===== config.mk =====
export PLATFORM = sky130hd
export DESIGN_NAME = burst_addr_gen
export DESIGN_NICKNAME = d
export VERILOG_FILES = /design/src/rtl/bag_pkg.sv /design/src/rtl/bag_decode.sv /design/src/rtl/bag_regs.sv /design/src/rtl/bag_readback.sv /design/src/rtl/burst_addr_gen.sv
export SDC_FILE = /design/constraint.sdc
export NUM_CORES = 1
export LEC_CHECK = 0
export BUFFER_PORTS_ARGS = -buffer_cell sky130_fd_sc_hd__buf_4
export CORE_AREA = 2 2 88 90
export CTS_BUF_LIST = sky130_fd_sc_hd__clkbuf_8 sky130_fd_sc_hd__clkbuf_16
export DETAILED_ROUTE_END_ITERATION = 6
export DIE_AREA = 0 0 90 92
export GPL_TIMING_DRIVEN = 1
export PLACE_DENSITY_LB_ADDON = 0.08
export SYNTH_ARGS = -nofsm -noshare
export SYNTH_HDL_FRONTEND = slang
export SYNTH_SLANG_ARGS = --single-unit

===== constraint.sdc =====
create_clock -name clk -period 5.31 [get_ports clk]
set_input_delay 1.062 -clock clk [delete_from_list [all_inputs] [get_ports clk]]
set_output_delay 1.062 -clock clk [all_outputs]
set_load 0.1 [all_outputs]

===== src/rtl/bag_pkg.sv =====
package bag_pkg;
  typedef enum logic [3:0] {
    OP_HOLD,
    OP_LOAD,
    OP_INCR,
    OP_CCLR,
    OP_CRB,
    OP_MCLR,
    OP_MLOAD,
    OP_MRB,
    OP_RSVD
  } bag_op_e;
endpackage


===== src/rtl/bag_decode.sv =====
module bag_decode
  import bag_pkg::*;
(
  input  logic    msk_sel_n,
  input  logic    clr_n,
  input  logic    strobe_n,
  input  logic    step_n,
  output bag_op_e op
);
  always_comb begin
    if (msk_sel_n) begin
      if (!clr_n)                   op = OP_CCLR;
      else if (!strobe_n && !step_n) op = OP_LOAD;
      else if (!strobe_n)           op = OP_CRB;
      else if (!step_n)             op = OP_INCR;
      else                          op = OP_HOLD;
    end else begin
      if (!clr_n)                   op = OP_MCLR;
      else if (!strobe_n && !step_n) op = OP_MLOAD;
      else if (!strobe_n)           op = OP_MRB;
      else if (!step_n)             op = OP_RSVD;
      else                          op = OP_HOLD;
    end
  end
endmodule


===== src/rtl/bag_regs.sv =====
module bag_regs
  import bag_pkg::*;
#(
  parameter int ADDR_W = 17
) (
  input  logic              clk,
  input  logic              rst,
  input  bag_op_e           op,
  input  logic [ADDR_W-1:0] addr_in,
  output logic [ADDR_W-1:0] cnt_q,
  output logic [ADDR_W-1:0] mask_q,
  output logic              int_n_q
);
  localparam logic [ADDR_W-1:0] ALL_ONES = {ADDR_W{1'b1}};
  localparam logic [ADDR_W-1:0] STEP_ONE = ADDR_W'(1);
  localparam logic [ADDR_W-1:0] STEP_TWO = ADDR_W'(2);

  logic [ADDR_W-1:0] mirror_q;
  logic [ADDR_W-1:0] step;
  logic [ADDR_W-1:0] sum;
  logic [ADDR_W-1:0] inc_val;
  logic              field_full;
  logic              inc_full;

  // increment path: add the step, keep masked bits, wrap to mirror when exhausted
  always_comb begin
    step       = mask_q[0] ? STEP_ONE : STEP_TWO;
    sum        = cnt_q + step;
    field_full = ((cnt_q & mask_q) == mask_q);
    inc_val    = field_full ? mirror_q : ((cnt_q & ~mask_q) | (sum & mask_q));
    inc_full   = ((inc_val & mask_q) == mask_q);
  end

  always_ff @(posedge clk) begin
    if (rst) begin
      cnt_q    <= '0;
      mirror_q <= '0;
      mask_q   <= ALL_ONES;
      int_n_q  <= 1'b1;
    end else begin
      unique case (op)
        OP_LOAD: begin
          cnt_q    <= addr_in;
          mirror_q <= addr_in;
          int_n_q  <= 1'b1;
        end
        OP_INCR: begin
          cnt_q   <= inc_val;
          int_n_q <= ~inc_full;
        end
        OP_CCLR: begin
          cnt_q    <= cnt_q & ~mask_q;
          mirror_q <= cnt_q & ~mask_q;
          int_n_q  <= 1'b1;
        end
        OP_MCLR: begin
          mask_q  <= ALL_ONES;
          int_n_q <= 1'b1;
        end
        OP_MLOAD: begin
          mask_q  <= addr_in;
          int_n_q <= 1'b1;
        end
        default: begin
        end
      endcase
    end
  end
endmodule


===== src/rtl/bag_readback.sv =====
module bag_readback
  import bag_pkg::*;
#(
  parameter int ADDR_W = 17
) (
  input  logic              clk,
  input  logic              rst,
  input  bag_op_e           op,
  input  logic [ADDR_W-1:0] cnt_q,
  input  logic [ADDR_W-1:0] mask_q,
  output logic [ADDR_W-1:0] rb_data,
  output logic              rb_valid
);
  always_ff @(posedge clk) begin
    if (rst) begin
      rb_data  <= '0;
      rb_valid <= 1'b0;
    end else begin
      rb_valid <= (op == OP_CRB) || (op == OP_MRB);
      if (op == OP_CRB)      rb_data <= cnt_q;
      else if (op == OP_MRB) rb_data <= mask_q;
    end
  end
endmodule


===== src/rtl/burst_addr_gen.sv =====
module burst_addr_gen
  import bag_pkg::*;
#(
  parameter int ADDR_W = 17
) (
  input  logic              clk,
  input  logic              rst,
  input  logic              msk_sel_n,
  input  logic              clr_n,
  input  logic              strobe_n,
  input  logic              step_n,
  input  logic [ADDR_W-1:0] addr_in,
  output logic [ADDR_W-1:0] addr_out,
  output logic              cnt_int_n,
  output logic [ADDR_W-1:0] rb_data,
  output logic              rb_valid
);
  bag_op_e           op;
  logic [ADDR_W-1:0] cnt_q;
  logic [ADDR_W-1:0] mask_q;

  bag_decode u_decode (
    .msk_sel_n (msk_sel_n),
    .clr_n     (clr_n),
    .strobe_n  (strobe_n),
    .step_n    (step_n),
    .op        (op)
  );

  bag_regs #(.ADDR_W(ADDR_W)) u_regs (
    .clk     (clk),
    .rst     (rst),
    .op      (op),
    .addr_in (addr_in),
    .cnt_q   (cnt_q),
    .mask_q  (mask_q),
    .int_n_q (cnt_int_n)
  );

  bag_readback #(.ADDR_W(ADDR_W)) u_rb (
    .clk      (clk),
    .rst      (rst),
    .op       (op),
    .cnt_q    (cnt_q),
    .mask_q   (mask_q),
    .rb_data  (rb_data),
    .rb_valid (rb_valid)
  );

  assign addr_out = cnt_q;
endmodule


Word-level counts from Yosys, hierarchy flattened --
Index checks and enable logic that the tools add are counted.
Cells by class: add/sub/neg operators 1, equality and inequality tests 9, multiplexer cells 17, bitwise operators 7, reductions and logical operators 10
Operators by type and width (number):
- 17-bit AND | 4
- 17-bit case mux with 2 select lines | 2
- 17-bit 2-to-1 mux | 3
- 17-bit case mux with 3 select lines | 1
- 17-bit == test | 2
- 4-bit 2-to-1 mux | 8
- 17-bit adder | 1
- 17-bit inverter | 1
- 17-bit bitwise OR | 1
- 4-bit by 3-bit == test with 1-bit output, second input constant | 4
- 4-bit by 2-bit == test with 1-bit output, second input constant | 2
- 2-bit nonzero test | 4
- 4-bit by 1-bit == test with 1-bit output, second input constant | 1
- 2-bit 2-to-1 mux | 2
- 4-bit OR reduction | 1
- 3-bit nonzero test | 1
- 1-bit logical NOT | 2
- 1-bit case mux with 2 select lines | 1
- 1-bit logical AND | 1
- 1-bit logical OR | 1
- 1-bit inverter | 1
Word-level totals: register bits after elaboration 70, bits of input ports 23, output and inout port bits 36, word-level logic and storage cells 50

Depth between registers and ports, before layout --
word-level depth 9, gate-level depth with buffers 10

Cells and area by module --
A second synthesis with hierarchy kept.
Unflattened totals: cells, all modules 545, area total of the unflattened synthesis 4445.5 sq um
By module, submodules not included:
- bag_regs | instances 1, cells an instance 435, area an instance 3500.9 sq um, seq. area each 1041.0 sq um
- bag_readback | instances 1, cells an instance 100, area an instance 888.4 sq um, seq. area each 360.3 sq um
- bag_decode | instances 1, cells an instance 10, area an instance 56.3 sq um, seq. area each 0.0 sq um

Worst setup path before layout --
Ideal clock, no wire load.
path kind reg-to-reg, start register u_regs.cnt_q[0], end register u_regs.cnt_q[14], arrival time 3156 ps, required time 5182 ps, path slack 2026 ps, stages on the path, launching flop included 10, path buffers 0, path through dfxtp_1 -> ha_1 -> fa_1 -> nand3_1 -> nor4_1 -> nand4_1 -> xnor2_1 -> mux2_1 -> a222oi_1 -> nor2_1
On the way: longest elaborated chain between the ends 5, elaborated cells between the ends (all ways) 7
Ends and longest elaborated chain:
- from (decl) | RTL line bag_regs.sv:10 | output logic [ADDR_W-1:0] cnt_q,
- from (signal assigned) | RTL line bag_regs.sv:43 | cnt_q <= addr_in;
- from (signal assigned) | RTL line bag_regs.sv:48 | cnt_q <= inc_val;
- from (signal assigned) | RTL line bag_regs.sv:52 | cnt_q <= cnt_q & ~mask_q;
- 17-bit adder | RTL line bag_regs.sv:28 | sum = cnt_q + step;
- 17-bit AND | RTL line bag_regs.sv:30 | inc_val = field_full ? mirror_q : ((cnt_q & ~mask_q) | (sum & mask_q));
- 17-bit bitwise OR | RTL line bag_regs.sv:30
- 17-bit 2-to-1 mux * | RTL line bag_regs.sv:30
- 17-bit case mux with 3 select lines * | RTL line bag_regs.sv:41 | unique case (op)
Every way passes the cells marked *; elsewhere a longest branch is shown, timed or not. A chain may end at the register's enable or synchronous reset.

Worst setup path after layout --
start register u_regs.mask_q[0], end register u_regs.cnt_q[14]
On the way: longest elaborated chain between the ends 6, elaborated cells between the ends (all ways) 8
Ends and longest elaborated chain:
- from (decl) | RTL line bag_regs.sv:11 | output logic [ADDR_W-1:0] mask_q,
- from (signal assigned) | RTL line bag_regs.sv:61 | mask_q <= addr_in;
- 2-bit 2-to-1 mux | RTL line bag_regs.sv:27 | step = mask_q[0] ? STEP_ONE : STEP_TWO;
- 17-bit adder | RTL line bag_regs.sv:28
- 17-bit AND | RTL line bag_regs.sv:30
- 17-bit bitwise OR | RTL line bag_regs.sv:30
- 17-bit 2-to-1 mux * | RTL line bag_regs.sv:30
- 17-bit case mux with 3 select lines * | RTL line bag_regs.sv:41
Marks and branches as above.

==> impl_results.md <==
- Layout cells sized above 1: roughly 16%
- Commonest non-fill, non-tap cell in the layout: dfxtp_1
- Synth Net Count: roughly 530
- Port-buffer cells: just under 60
- Routed wire per std cell: 19.7 um
- Nets@finish: between 500 and 600
- Clock latency on the worst-skew pair: roughly 350 ps
- CP Buf/Inv Count: 0
- Site Rows: 32
- CTS resizes: 0
- Worst path cell trace: ha_1, fa_1, nand3_1, nor4_1, nand4_1, xnor2_1, mux2_1, a222oi_1, nor2_1
- Total gr overflow: 0
- Top Family by Delay on Critical Path: simple AND/OR/NAND/NOR gates
- Period utilization: between 50% and 60%
- Worst Max-Slew Pin Slew: 1050 ps
- TNS Setup: 0 ps
- Height of the die: 92 um
- PwrDens: ~300 mW/mm^2
- Ys async rst share: 0%
- Number of global-route vias before repair: ~3,800
- # diodes: 0
- Post-synth EDFFs: 0
- CP Max Fanout: 6
- GP Congestion: about 0.95
- Metal2 WL: 5640 um
- Critical Path Slowest Stage Cell: nor4_1
- Area grow syn2layout: 16.3%
- Sink Count: 70
- Root buf cell: clkbuf_8
- Cells after synthesis: a little over 500
- Core Region: 0.00745 sq mm
- CP Capture Type: flip-flop
- CP Launch Type: flip-flop
- Synth warnings: 0
- Hold Fails Final Rpt: 0
- Longest Clk Path Bufs: 2
- Syn Area/Cell: a little over 8 sq um
- CTS clk-pin slew, worst paths: about 80 ps
- Hpwl dp: between 8000 and 9000 um
- # setup viols final: 0
- H-tree levels: 3
- Detailed Route Iter0 Violations: 381
- Min cycle time layout: just over 3000 ps
- Postcts setup bufs: 0
- IO Pins: 59
- Global-route wire length before repair: around 20,000 um
- Overall power: about 1.4 mW
- Highest layer used for signal routing: met4
- Clock skew: roughly 11 ps
- Die width: 90 um
- DRC viols: 0
- Post-synthesis sequential area ratio: about a third
- Hold Slack: about 500 ps
- Initial Util: 55.2%
- Combinational share of power: about a fifth
- Fill cells: between 600 and 700
- DRT Pass-1 Iters: 6
- Clk pwr share: between 40% and 50%
- Switching pwr: roughly 440 uW
- Pleak: about 1.9 nW
- Max Cap Viol: 0
- RSZ-0062 raised after global routing: false
- Status: complete, no violations
- Worst path max stage delay: between 500 and 600 ps
- Die Area: around 0.0083 sq mm
- Pin count of the biggest net entering global routing: 72
- Setup CP Type: reg -> reg
- Vias per cell: approximately 6.4
- Min-Delay Path Class: reg -> reg
- Sw Share: 30.4%
- Synthesized cell area: a little over 0.004 sq mm
- Peak supply drop: roughly 160 uV
- Cell Int Power: about 1000 uW
- Most used DFF post-synth: dfxtp_1
- Register area: between 0.001 and 0.0015 sq mm
- DRT met1 WL: around 5300 um
- Relative slew slack: between 30% and 40%
- Commonest non-fill, non-tap cells in the layout: 70 x dfxtp_1, 62 x buf_4, 50 x nor2_1
- Total CTS buffers: 9
- Fmax: between 300 and 400 MHz
- WL final: 12,600 um
- # hold bufs at CTS: 0
- Seq pwr share: about two fifths
- CTS tree: yes
- Initial antenna violation count: 0
- Routed via count: 4,081
- Fin. max-slew vios: 0
- Synth cell types: between 50 and 60
- Flops & latches, synth: 70
- Multi-input gate area: around 0.0024 sq mm
- GRT Overall Usage: between 30% and 40%
- Worst Path Required: roughly 5500 ps
- WP data arrival: 3250 ps
- Post-route ant nets: 0
- Met3 routed WL: 1310 um
-- worst min-delay path: cells and delay by family (launching register included) --
| family | cells | cell delay, ps |
|---|---|---|
| AO/OA/AOI/OAI | 1 | 50 |
| flip-flops | 1 | 310 |
| AND/OR/NAND/NOR | 1 | 90 |
-- flip-flops by register name, summed over array words and instances (netlist names) --
name and cells:
u_rb.rb_data 17, u_regs.cnt_q 17, u_regs.mirror_q 17, u_rb.rb_valid 1
u_regs.int_n_q 1, u_regs.mask_q 17
-- power by group through the flow --
stage / combinational (mW) / clock (mW) / sequential (mW)
3_3_place_gp: 0.263 / 0 / 0.591
4_1_cts: 0.266 / 0.587 / 0.579
2_1_floorplan: 0.113 / 0 / 0.673
5_1_grt: 0.283 / 0.608 / 0.584
6_report: 0.268 / 0.583 / 0.580
3_5_place_dp: 0.265 / 0 / 0.592
-- synth_stat cells (13+ instances only) --
| library cell | n | share of area [%] |
|---|---|---|
| mux2i_1 | 21 | 5.1 |
| a211oi_1 | 29 | 5.3 |
| a21oi_1 | 24 | 2.9 |
| o21ai_0 | 17 | 2.1 |
| dfxtp_1 | 70 | 34 |
| o211ai_1 | 13 | 2.4 |
| inv_1 | 25 | 2.3 |
| nand2_1 | 29 | 2.6 |
| xnor2_1 | 17 | 3.6 |
| nand2b_1 | 22 | 3.3 |
| o22ai_1 | 22 | 3.3 |
| nor2_1 | 50 | 4.6 |
| clkbuf_1 | 30 | 2.7 |
-- metrics by stage --
step / area, sq um / cells / util [%] / worst slack [ps]
after floorplan: 4110 / 506 / - / 2030
after global placement: 4510 / 626 / 60.6 / 2330
after detailed placement: 4510 / 626 / 60.6 / 2300
after CTS: 4780 / 642 / 64.2 / 2350
after global routing: 4780 / 642 / 64.2 / 2070
final: 4780 / 642 / 64.2 / 2280
-- kinds of logic (layout without fill, tap and decap cells) --
kind of cell / count (synthesis) / after routing / synth area share, %
AO/OA/AOI/OAI: 148 / 148 / 25.5
XOR/XNOR: 22 / 22 / 4.69
multiplexers: 22 / 22 / 5.38
AND/OR/NAND/NOR: 169 / 169 / 21.6
adder cells (fa/ha/maj): 5 / 5 / 1.70
flip-flops: 70 / 70 / 34.1
buffers and inverters: 70 / 104 / 7.06
-- metal layers --
metal	track usage (%)	vias to the layer above
li1	-	1915
met1	40.5	1881
met2	48.2	244
met3	6.66	41
met4	13.2	0
met5	0	-
-- cell type report --
type / instances / area share [%]
multi-input cells: 366 / 50.6
flip-flops and latches: 70 / 29.3
repair buffers: 62 / 9.73
clock buffers: 10 / 2.88
clock inverters: 6 / 2.77
well taps: 102 / 2.67
inverters: 26 / 2.04
-- worst paths after layout --
check / start / to / slack, ps / depth (start not counted)
setup / recovery: u_regs.mask_q[0] / u_regs.cnt_q[14] / 2280 / 9
hold / removal: u_rb.rb_data[14] / u_rb.rb_data[14] / 500 / 2
setup reg to reg: u_regs.mask_q[0] / u_regs.cnt_q[14] / 2280 / 9
hold reg to reg: u_rb.rb_data[14] / u_rb.rb_data[14] / 500 / 2
(Power assumes the default switching activity.)
